**src/rtl/mbs_pkg.sv**
```systemverilog
package mbs_pkg;
  typedef enum logic [2:0] {
    ST_IDLE   = 3'd0,
    ST_ADDR   = 3'd1,
    ST_AHOLD  = 3'd2,
    ST_SETUP  = 3'd3,
    ST_STROBE = 3'd4,
    ST_HOLD   = 3'd5,
    ST_RECOV  = 3'd6
  } mbs_state_e;

  localparam int unsigned N_SNAP = 4;
endpackage

```
**src/rtl/mbs_phase_timer.sv**
```systemverilog
module mbs_phase_timer #(
  parameter int unsigned CW = 4
) (
  input  logic          clk,
  input  logic          rst_n,
  input  logic          load,
  input  logic [CW-1:0] load_val,
  output logic          expired
);
  logic [CW-1:0] cnt_q, cnt_d;
  logic          cnt_en;

  always_comb begin
    cnt_en = load || (cnt_q != '0);
    cnt_d  = cnt_q;
    if (load) cnt_d = load_val;
    else if (cnt_q != '0) cnt_d = cnt_q - CW'(1);
  end

  always_ff @(posedge clk or negedge rst_n) begin
    if (!rst_n) cnt_q <= '0;
    else if (cnt_en) cnt_q <= cnt_d;
  end

  assign expired = (cnt_q == '0);

  // an idle counter does not wake up without a load
  a_r8_timer_quiet: assert property (@(posedge clk) disable iff (!rst_n)
    (expired && !load) |=> expired);
endmodule

```
**src/rtl/mbs_ctrl.sv**
```systemverilog
module mbs_ctrl
  import mbs_pkg::*;
#(
  parameter int unsigned T1_W = 2,
  parameter int unsigned PH_W = 4,
  localparam int unsigned CW = (PH_W > T1_W) ? PH_W : T1_W
) (
  input  logic                          clk,
  input  logic                          rst_n,
  input  logic                          req_valid,
  input  logic [T1_W-1:0]               cfg_t1,
  input  logic [N_SNAP-1:0][PH_W-1:0]   snap_ph,
  input  logic                          wr_q,
  input  logic                          expired,
  output mbs_state_e                    state,
  output logic                          tmr_load,
  output logic [CW-1:0]                 tmr_val,
  output logic                          accept,
  output logic                          capture,
  output logic                          done,
  output logic                          ready,
  output logic                          ale,
  output logic                          cs_n,
  output logic                          ds_n
);
  mbs_state_e state_q, state_d;

  always_comb begin
    state_d  = state_q;
    tmr_load = 1'b0;
    tmr_val  = '0;
    accept   = 1'b0;
    capture  = 1'b0;
    done     = 1'b0;
    unique case (state_q)
      ST_IDLE: if (req_valid) begin
        accept   = 1'b1;
        state_d  = ST_ADDR;
        tmr_load = 1'b1;
        tmr_val  = CW'(cfg_t1);
      end
      ST_ADDR: if (expired) state_d = ST_AHOLD;
      ST_AHOLD: begin
        state_d  = ST_SETUP;
        tmr_load = 1'b1;
        tmr_val  = CW'(snap_ph[0]);
      end
      ST_SETUP: if (expired) begin
        state_d  = ST_STROBE;
        tmr_load = 1'b1;
        tmr_val  = CW'(snap_ph[1]);
      end
      ST_STROBE: if (expired) begin
        state_d  = ST_HOLD;
        tmr_load = 1'b1;
        tmr_val  = CW'(snap_ph[2]);
        capture  = !wr_q;
      end
      ST_HOLD: if (expired) begin
        done     = 1'b1;
        state_d  = ST_RECOV;
        tmr_load = 1'b1;
        tmr_val  = CW'(snap_ph[3]);
      end
      ST_RECOV: if (expired) state_d = ST_IDLE;
      default: state_d = ST_IDLE;
    endcase
  end

  always_ff @(posedge clk or negedge rst_n) begin
    if (!rst_n) state_q <= ST_IDLE;
    else        state_q <= state_d;
  end

  assign state = state_q;
  assign ready = (state_q == ST_IDLE);
  assign ale   = (state_q == ST_ADDR);
  assign cs_n  = !((state_q == ST_AHOLD) || (state_q == ST_SETUP) ||
                   (state_q == ST_STROBE) || (state_q == ST_HOLD));
  assign ds_n  = (state_q != ST_STROBE);

  // address latch pulse never exceeds four cycles
  a_r1_ale_bounded: assert property (@(posedge clk) disable iff (!rst_n)
    (ale && $past(ale) && $past(ale, 2) && $past(ale, 3)) |=> !ale);
  // chip select asserted right after the latch pulse ends
  a_r2_cs_after_ale: assert property (@(posedge clk) disable iff (!rst_n)
    $fell(ale) |-> !cs_n);
  // done is a single-cycle pulse
  a_r7_done_single: assert property (@(posedge clk) disable iff (!rst_n)
    done |=> !done);
  // recovery is never followed directly by an address phase
  a_r8_recov_gap: assert property (@(posedge clk) disable iff (!rst_n)
    (state_q == ST_RECOV) |=> !ale);
endmodule

```
**src/rtl/mbs_datapath.sv**
```systemverilog
module mbs_datapath
  import mbs_pkg::*;
#(
  parameter int unsigned BW   = 16,
  parameter int unsigned PH_W = 4
) (
  input  logic                        clk,
  input  logic                        rst_n,
  input  logic                        accept,
  input  logic                        capture,
  input  mbs_state_e                  state,
  input  logic                        req_write,
  input  logic [BW-1:0]               req_addr,
  input  logic [BW-1:0]               req_wdata,
  input  logic [N_SNAP-1:0][PH_W-1:0] cfg_ph,
  input  logic [BW-1:0]               bus_in,
  output logic [N_SNAP-1:0][PH_W-1:0] snap_ph,
  output logic                        wr_q,
  output logic [BW-1:0]               rdata,
  output logic [BW-1:0]               bus_out,
  output logic                        bus_oe,
  output logic                        bus_rw
);
  logic [BW-1:0] addr_q, wdata_q, rdata_q;
  logic          addr_phase, data_phase;

  always_ff @(posedge clk or negedge rst_n) begin
    if (!rst_n) begin
      addr_q  <= '0;
      wdata_q <= '0;
      wr_q    <= 1'b0;
    end else if (accept) begin
      addr_q  <= req_addr;
      wdata_q <= req_wdata;
      wr_q    <= req_write;
    end
  end

  for (genvar g = 0; g < N_SNAP; g++) begin : g_snap
    always_ff @(posedge clk or negedge rst_n) begin
      if (!rst_n)      snap_ph[g] <= '0;
      else if (accept) snap_ph[g] <= cfg_ph[g];
    end
  end

  always_ff @(posedge clk or negedge rst_n) begin
    if (!rst_n)       rdata_q <= '0;
    else if (capture) rdata_q <= bus_in;
  end

  assign addr_phase = (state == ST_ADDR) || (state == ST_AHOLD);
  assign data_phase = (state == ST_SETUP) || (state == ST_STROBE) || (state == ST_HOLD);
  assign bus_out    = addr_phase ? addr_q : wdata_q;
  assign bus_oe     = addr_phase || (data_phase && wr_q);
  assign bus_rw     = (addr_phase || data_phase) ? !wr_q : 1'b1;
  assign rdata      = rdata_q;

  // timing snapshot only moves on acceptance
  a_r9_snap_stable: assert property (@(posedge clk) disable iff (!rst_n)
    !accept |=> $stable(snap_ph));
  // read data only moves on a capture
  a_r6_rdata_stable: assert property (@(posedge clk) disable iff (!rst_n)
    !capture |=> $stable(rdata_q));
endmodule

```
**src/rtl/mux_bus_seq.sv**
```systemverilog
module mux_bus_seq
  import mbs_pkg::*;
#(
  parameter int unsigned BW   = 16,
  parameter int unsigned T1_W = 2,
  parameter int unsigned PH_W = 4,
  localparam int unsigned CW = (PH_W > T1_W) ? PH_W : T1_W
) (
  input  logic            clk,
  input  logic            rst_n,
  input  logic            req_valid,
  output logic            req_ready,
  input  logic            req_write,
  input  logic [BW-1:0]   req_addr,
  input  logic [BW-1:0]   req_wdata,
  input  logic [T1_W-1:0] cfg_t1,
  input  logic [PH_W-1:0] cfg_t2,
  input  logic [PH_W-1:0] cfg_t3,
  input  logic [PH_W-1:0] cfg_t4,
  input  logic [PH_W-1:0] cfg_t5,
  output logic            done,
  output logic [BW-1:0]   rdata,
  output logic            bus_ale,
  output logic            bus_cs_n,
  output logic            bus_rw,
  output logic            bus_ds_n,
  output logic [BW-1:0]   bus_out,
  output logic            bus_oe,
  input  logic [BW-1:0]   bus_in
);
  logic                        rst_meta, rst_sync;
  logic [N_SNAP-1:0][PH_W-1:0] cfg_ph, snap_ph;
  mbs_state_e                  state;
  logic                        tmr_load, expired, accept, capture, wr_q;
  logic [CW-1:0]               tmr_val;

  always_ff @(posedge clk or negedge rst_n) begin
    if (!rst_n) begin
      rst_meta <= 1'b0;
      rst_sync <= 1'b0;
    end else begin
      rst_meta <= 1'b1;
      rst_sync <= rst_meta;
    end
  end

  assign cfg_ph = {cfg_t5, cfg_t4, cfg_t3, cfg_t2};

  mbs_phase_timer #(.CW(CW)) u_tmr (
    .clk(clk), .rst_n(rst_sync), .load(tmr_load), .load_val(tmr_val), .expired(expired)
  );

  mbs_ctrl #(.T1_W(T1_W), .PH_W(PH_W)) u_ctrl (
    .clk(clk), .rst_n(rst_sync), .req_valid(req_valid), .cfg_t1(cfg_t1),
    .snap_ph(snap_ph), .wr_q(wr_q), .expired(expired), .state(state),
    .tmr_load(tmr_load), .tmr_val(tmr_val), .accept(accept), .capture(capture),
    .done(done), .ready(req_ready), .ale(bus_ale), .cs_n(bus_cs_n), .ds_n(bus_ds_n)
  );

  mbs_datapath #(.BW(BW), .PH_W(PH_W)) u_dp (
    .clk(clk), .rst_n(rst_sync), .accept(accept), .capture(capture), .state(state),
    .req_write(req_write), .req_addr(req_addr), .req_wdata(req_wdata),
    .cfg_ph(cfg_ph), .bus_in(bus_in), .snap_ph(snap_ph), .wr_q(wr_q),
    .rdata(rdata), .bus_out(bus_out), .bus_oe(bus_oe), .bus_rw(bus_rw)
  );

  // the block never drives the wires while a read strobe is active
  a_r6_read_released: assert property (@(posedge clk) disable iff (!rst_sync)
    (!bus_ds_n && bus_rw) |-> !bus_oe);
  // the data strobe only appears inside chip select
  a_r4_ds_in_cs: assert property (@(posedge clk) disable iff (!rst_sync)
    !bus_ds_n |-> !bus_cs_n);
  // direction is held steady while chip select is low
  a_r11_rw_steady: assert property (@(posedge clk) disable iff (!rst_sync)
    (!bus_cs_n && $past(!bus_cs_n)) |-> $stable(bus_rw));
endmodule

```
**config.mk**
```make
export PLATFORM = sky130hd
export DESIGN_NAME = mux_bus_seq
export DESIGN_NICKNAME = d
export VERILOG_FILES = /design/src/rtl/mbs_pkg.sv /design/src/rtl/mbs_phase_timer.sv /design/src/rtl/mbs_ctrl.sv /design/src/rtl/mbs_datapath.sv /design/src/rtl/mux_bus_seq.sv
export SDC_FILE = /design/constraint.sdc
export NUM_CORES = 1
export LEC_CHECK = 0
export BUFFER_PORTS_ARGS = -buffer_cell sky130_fd_sc_hd__buf_2
export CAP_MARGIN = 15
export CELL_PAD_IN_SITES_DETAIL_PLACEMENT = 0
export CELL_PAD_IN_SITES_GLOBAL_PLACEMENT = 1
export CORE_ASPECT_RATIO = 0.7
export CORE_MARGIN = 2
export CORE_UTILIZATION = 30
export DETAILED_ROUTE_END_ITERATION = 6
export PLACE_DENSITY_LB_ADDON = 0.08
export SYNTH_ARGS = -nofsm -noshare
export SYNTH_HDL_FRONTEND = slang
export SYNTH_SLANG_ARGS = --single-unit
```
**constraint.sdc**
```tcl
create_clock -name clk -period 5 [get_ports clk]
set_input_delay 1.25 -clock clk [delete_from_list [all_inputs] [get_ports clk]]
set_output_delay 1.25 -clock clk [all_outputs]
set_load 0.005 [all_outputs]
```
# ---- After elaboration in Yosys (flattened, before gate mapping)
# Index checks and enable logic that the tools add are counted.
dict set report classes {
  div_mod_pow 0
  n_mul 0
  reduce_logical 19
  bitwise 0
  shifts 0
  muxes 23
  n_addsub 1
  magnitude_cmp 0
  n_eq_ne 13
}
# cell count
set ops {}
lappend ops {{$pmux 3 s7} 1}
lappend ops {{$mux 4} 5}
lappend ops {{$pmux 4 s5} 1}
lappend ops {{$mux 3} 6}
lappend ops {{$mux 16} 1}
lappend ops {{$ne 2x2->1 const B} 5}
lappend ops {{$eq 3x3->1 const B} 3}
lappend ops {{$logic_or 1x1->1} 9}
lappend ops {{$mux 1} 7}
lappend ops {{$eq 3x2->1 const B} 2}
lappend ops {{$reduce_and 6->1} 1}
lappend ops {{$logic_not 4->1} 1}
lappend ops {{$reduce_bool 4->1} 1}
lappend ops {{$sub 4x1->4 const B} 1}
lappend ops {{$eq 3x1->1 const B} 1}
lappend ops {{$logic_not 3->1} 1}
lappend ops {{$ne 3x3->1 const B} 1}
lappend ops {{$pmux 1 s3} 1}
lappend ops {{$reduce_or 3->1} 1}
lappend ops {{$logic_not 1->1} 2}
lappend ops {{$mux 2} 1}
lappend ops {{$ne 2x1->1 const B} 1}
lappend ops {{$reduce_and 2->1} 1}
lappend ops {{$reduce_bool 2->1} 1}
lappend ops {{$logic_and 1x1->1} 1}
dict set report totals {
  output_inout_bits 39
  mem_bits_ro 0
  wordCells 68
  latchBits 0
  reg_bits 74
  mem_count 0
  input_bits 70
  ram_bits 0
}

# ---- Logic depth before layout (Yosys ltp)
dict set report depth {
  ltp_word 5
  ltp_mapped 8
}

# ---- By module
# From an unflattened synthesis, not the netlist that was laid out.
dict set report hier_totals {
  cells_unflattened 254
  hier_area_um2 3527.1
}
# module area_per_inst_um2 instances cells_each seq_area_each_um2
set by_module_without_submodules {}
lappend by_module_without_submodules {mbs_datapath 2693.8 1 163 1626.6}
lappend by_module_without_submodules {mbs_ctrl 545.5 1 66 75.1}
lappend by_module_without_submodules {mbs_phase_timer 234.0 1 22 100.1}
lappend by_module_without_submodules {mux_bus_seq 53.8 1 3 50.0}

# ---- Worst setup path after synthesis
# No wires, ideal clock.
dict set report synth_path {
  path_type {register to output}
  from {register u_ctrl.state_q[0] (netlist: u_ctrl.state[0])}
  to {output port bus_out[10]}
  t_arrival_ps 1553
  stages_incl_launch_ff 6
  slack_ps 2197
  cell_sequence {dfrtp_1 > buf_6 > xnor2_1 > nor2_1 > buf_2 > mux2_2}
}
dict set report synth_between {
  elab_chain_cells 3
}
# item line
set synth_rtl {}
lappend synth_rtl {{start: declaration} mbs_ctrl.sv:26} ;# mbs_state_e state_q, state_d;
lappend synth_rtl {{start signal: assignment} mbs_ctrl.sv:72} ;# else state_q <= state_d;
lappend synth_rtl {{$eq 3x1->1 or $eq 3x2->1 (tied branches)} mbs_datapath.sv:51} ;# assign addr_phase = (state == ST_ADDR) || (state == ST_AHOLD);
lappend synth_rtl {{$logic_or 1x1->1 *} mbs_datapath.sv:51}
lappend synth_rtl {{$mux 16 *} mbs_datapath.sv:53} ;# assign bus_out = addr_phase ? addr_q : wdata_q;
lappend synth_rtl {{end: declaration} mux_bus_seq.sv:27} ;# output logic [BW-1:0] bus_out,
# Mark *: on every way between the ends. The rest lies on a longest branch, timed or not.

# ---- Worst setup path after layout
dict set report layout_path {
  from {register u_ctrl.state_q[1] (netlist: u_ctrl.state[1])}
  to {output port bus_out[0]}
}
# Same word-level chain as after synthesis.

==> qor.csv <==
metric;value;unit
Psw;934;uW
Via density;4.52;
Starting Density;31.1;%
Detailed Place HPWL;5250;um
global route total overflow;0;
GR Util All Layers;13.2;%
post-synth top area cell;dfrtp_1;
sequential fraction of the synthesis area;53.7;%
reg2reg setup slack;2.22;ns
area share of the leading cell type in the synthesized netlist;53.7;%
leakage;0.00202;uW
share of async-settable or async-resettable flops after synthesis;100;%
Mapped Cells;259;
area of the core;11100;sq um
Distinct cells, synth;37;
CP Class;flop to output port;
CTS tree;done;
Worst-Margin Slew;0.965;ns
DRC viols;0;
Yosys warnings;0;
cts hold-fix bufs;0;
Clk pwr share;20.9;%
Setup Buffers After CTS;0;
Max Clock Skew;0.00714;ns
share of power burned in registers;37.1;%
Syn Area/Cell;13.3;sq um
Die Y;93.7;um
vias;2364;
total CTS buffers;9;
antenna cells;0;
post-route ant nets;0;
Worst path depth;4;
pre-CTS setup slack;1.65;ns
cells resized by post-CTS repair;0;
Top FF cell, synth;dfrtp_1;
num rows;32;
initial antenna violation count;0;
critical path launch point type;flop;
Net Count, Synth;332;
final worst setup slack;1.36;ns
final hold violations;0;
Slowest-stage cell, CP;nor2_2;
detailed-route wire length per cell;14.9;um
final layout net count;438;
Final setup viols;0;
Peak VDD IR;0.212;mV
final core occ;39.3;%
Tmin final;3.64;ns
Root Buffer;clkbuf_16;
largest net degree at the start of global routing;73;
PwrDens;666;nW/um^2
port bufs;108;
worst hold path class;flop to flop;
outcome;complete, no violations;
Worst Hold Depth;0;
CP max FO;17;
Clock Latency Late Sink;0.33;ns
Final Max Slew Viols;0;
dpl cell area;4070;sq um
switch share;32.2;%
first-pass iteration count of the detailed router;4;
1st-iter DRT viols;90;
Design Power;2900;uW
Slew HR;35.6;%
synth cell count leaders;dfrtp_1 (74), mux2_2 (71), o21ai_0 (16);
top post-synthesis cells by area;dfrtp_1 (54%), mux2_2 (23%), mux2_4 (4.4%);
vias in the first global route;2338;
clock transition at the registers of the reported paths;0.06;ns
final WL;7790;um
Synth Register Bits;74;
layout cells sized above 1;57.8;%
RSZ-0062 raised after global routing;no;
Pint;1970;uW
WP data required;3.75;ns
Final Cycle Share;72.9;%
Num Clock Sinks;74;
gp weighted congestion;0.746;
crit path buf inv count;1;
WP data arrival;2.39;ns
part of the power in combinational logic;41.9;%
Syn Std Cell Area;3450;sq um
Max clock buf depth;2;
I/O pin count;109;
TNS Setup;0;ns
family with the most delay on the worst path;simple AND/OR/NAND/NOR gates;
die width;132;um
Max Cap Viol;0;
nature of the critical path endpoint;output port;
Post-synth EDFFs;0;
Die ar.;12400;sq um
synthesis-to-layout area growth;26.4;%
CP Cell Sequence;xnor2_1, nor2_2, mux2_2, buf_2;
first-pass GRT wire length;12400;um
Slowest Stage Delay on Critical Path;0.70;ns
htree depth;3;
most instantiated library cell after synthesis;dfrtp_1;
Peak Freq;274;MHz
final instance area;4360;sq um
depth of the worst register-to-register path;5;
-- cell usage in the layout (no fill, tap or decap), types with 3 or more instances in the layout --
cell type and n:
a21oi_1 6, inv_1 7, buf_4 3, o21ai_0 16
nand3_1 4, dfrtp_1 73, ha_1 3, and3_1 3
nand2_1 9, mux2_2 71, nor2_1 4, buf_2 108
mux2_4 10, xnor2_1 3, nor3_1 8, clkbuf_16 9
-- area by class of cell --
cell class	instances	area (sq um)
fillers	1116	6740
flip-flops and latches	74	1860
multi-input cells	162	1440
repair buffers	111	563
clock buffers	12	256
well taps	153	191
clock inverters	4	26.3
inverters	7	26.3
-- worst register-to-register path: cells and delay by family, from the launching register on --
kind	cells	cell delay (ns)
buffers and inverters	2	0.50
DFF	1	0.56
and+or+nand+nor	2	1.22
muxes	1	0.38
-- worst paths after layout --
path / from / to
max in group asynchronous: rst_sync$_DFF_PN0_ / u_dp.snap_ph[14]$_DFFE_PN0P_
setup / recovery: u_ctrl.state[1]$_DFFE_PN0P_ / bus_out[0]
min in group asynchronous: rst_sync$_DFF_PN0_ / u_dp.addr_q[3]$_DFFE_PN0P_
setup reg to reg: u_ctrl.state[1]$_DFFE_PN0P_ / u_dp.addr_q[8]$_DFFE_PN0P_
hold / removal: rst_meta$_DFF_PN0_ / rst_sync$_DFF_PN0_
hold reg to reg: rst_meta$_DFF_PN0_ / rst_sync$_DFF_PN0_
-- flip-flops by register name (all words and copies together), names as in the netlist --
signal / cells
u_dp.wr_q: 1
u_ctrl.state: 3
u_tmr.cnt_q: 4
u_dp.snap_ph: 16
u_dp.addr_q: 16
rst_sync: 1
u_dp.rdata: 16
u_dp.wdata_q: 16
rst_meta: 1
-- power by group through the flow --
| stage | clock (uW) | sequential (uW) | combinational [uW] |
|---|---|---|---|
| floorplan | 0 | 1030 | 888 |
| global placement | 0 | 1090 | 1220 |
| detailed placement | 0 | 1090 | 1230 |
| CTS | 632 | 1080 | 1240 |
| global route | 654 | 1120 | 1350 |
| finish | 607 | 1080 | 1220 |
-- routing by layer --
layer,global-route usage [%],vias up,wire length (um)
li1,-,1133,-
met1,18.2,1151,3940
met2,18.9,75,3270
met3,5.45,5,532
met4,3.80,0,57
met5,0,-,0
-- logic make-up after synthesis --
logic type,after synthesis,synth area share (%)
flip-flops,74,53.7
XOR/XNOR,3,0.763
AO/OA/AOI/OAI,32,5.56
AND/OR/NAND/NOR,41,6.21
multiplexers,82,27.9
other,1,0.109
buffers and inverters,23,4.68
adder cells (fa/ha/maj),3,1.09
-- stage by stage --
stage                     hold slack, ns  instances
after floorplan                    0.331        259
after global placement             0.339        507
after detailed placement           0.338        507
after CTS                          0.359        523
after global routing               0.366        523
final                              0.356        523
(Power assumes the default switching activity.)
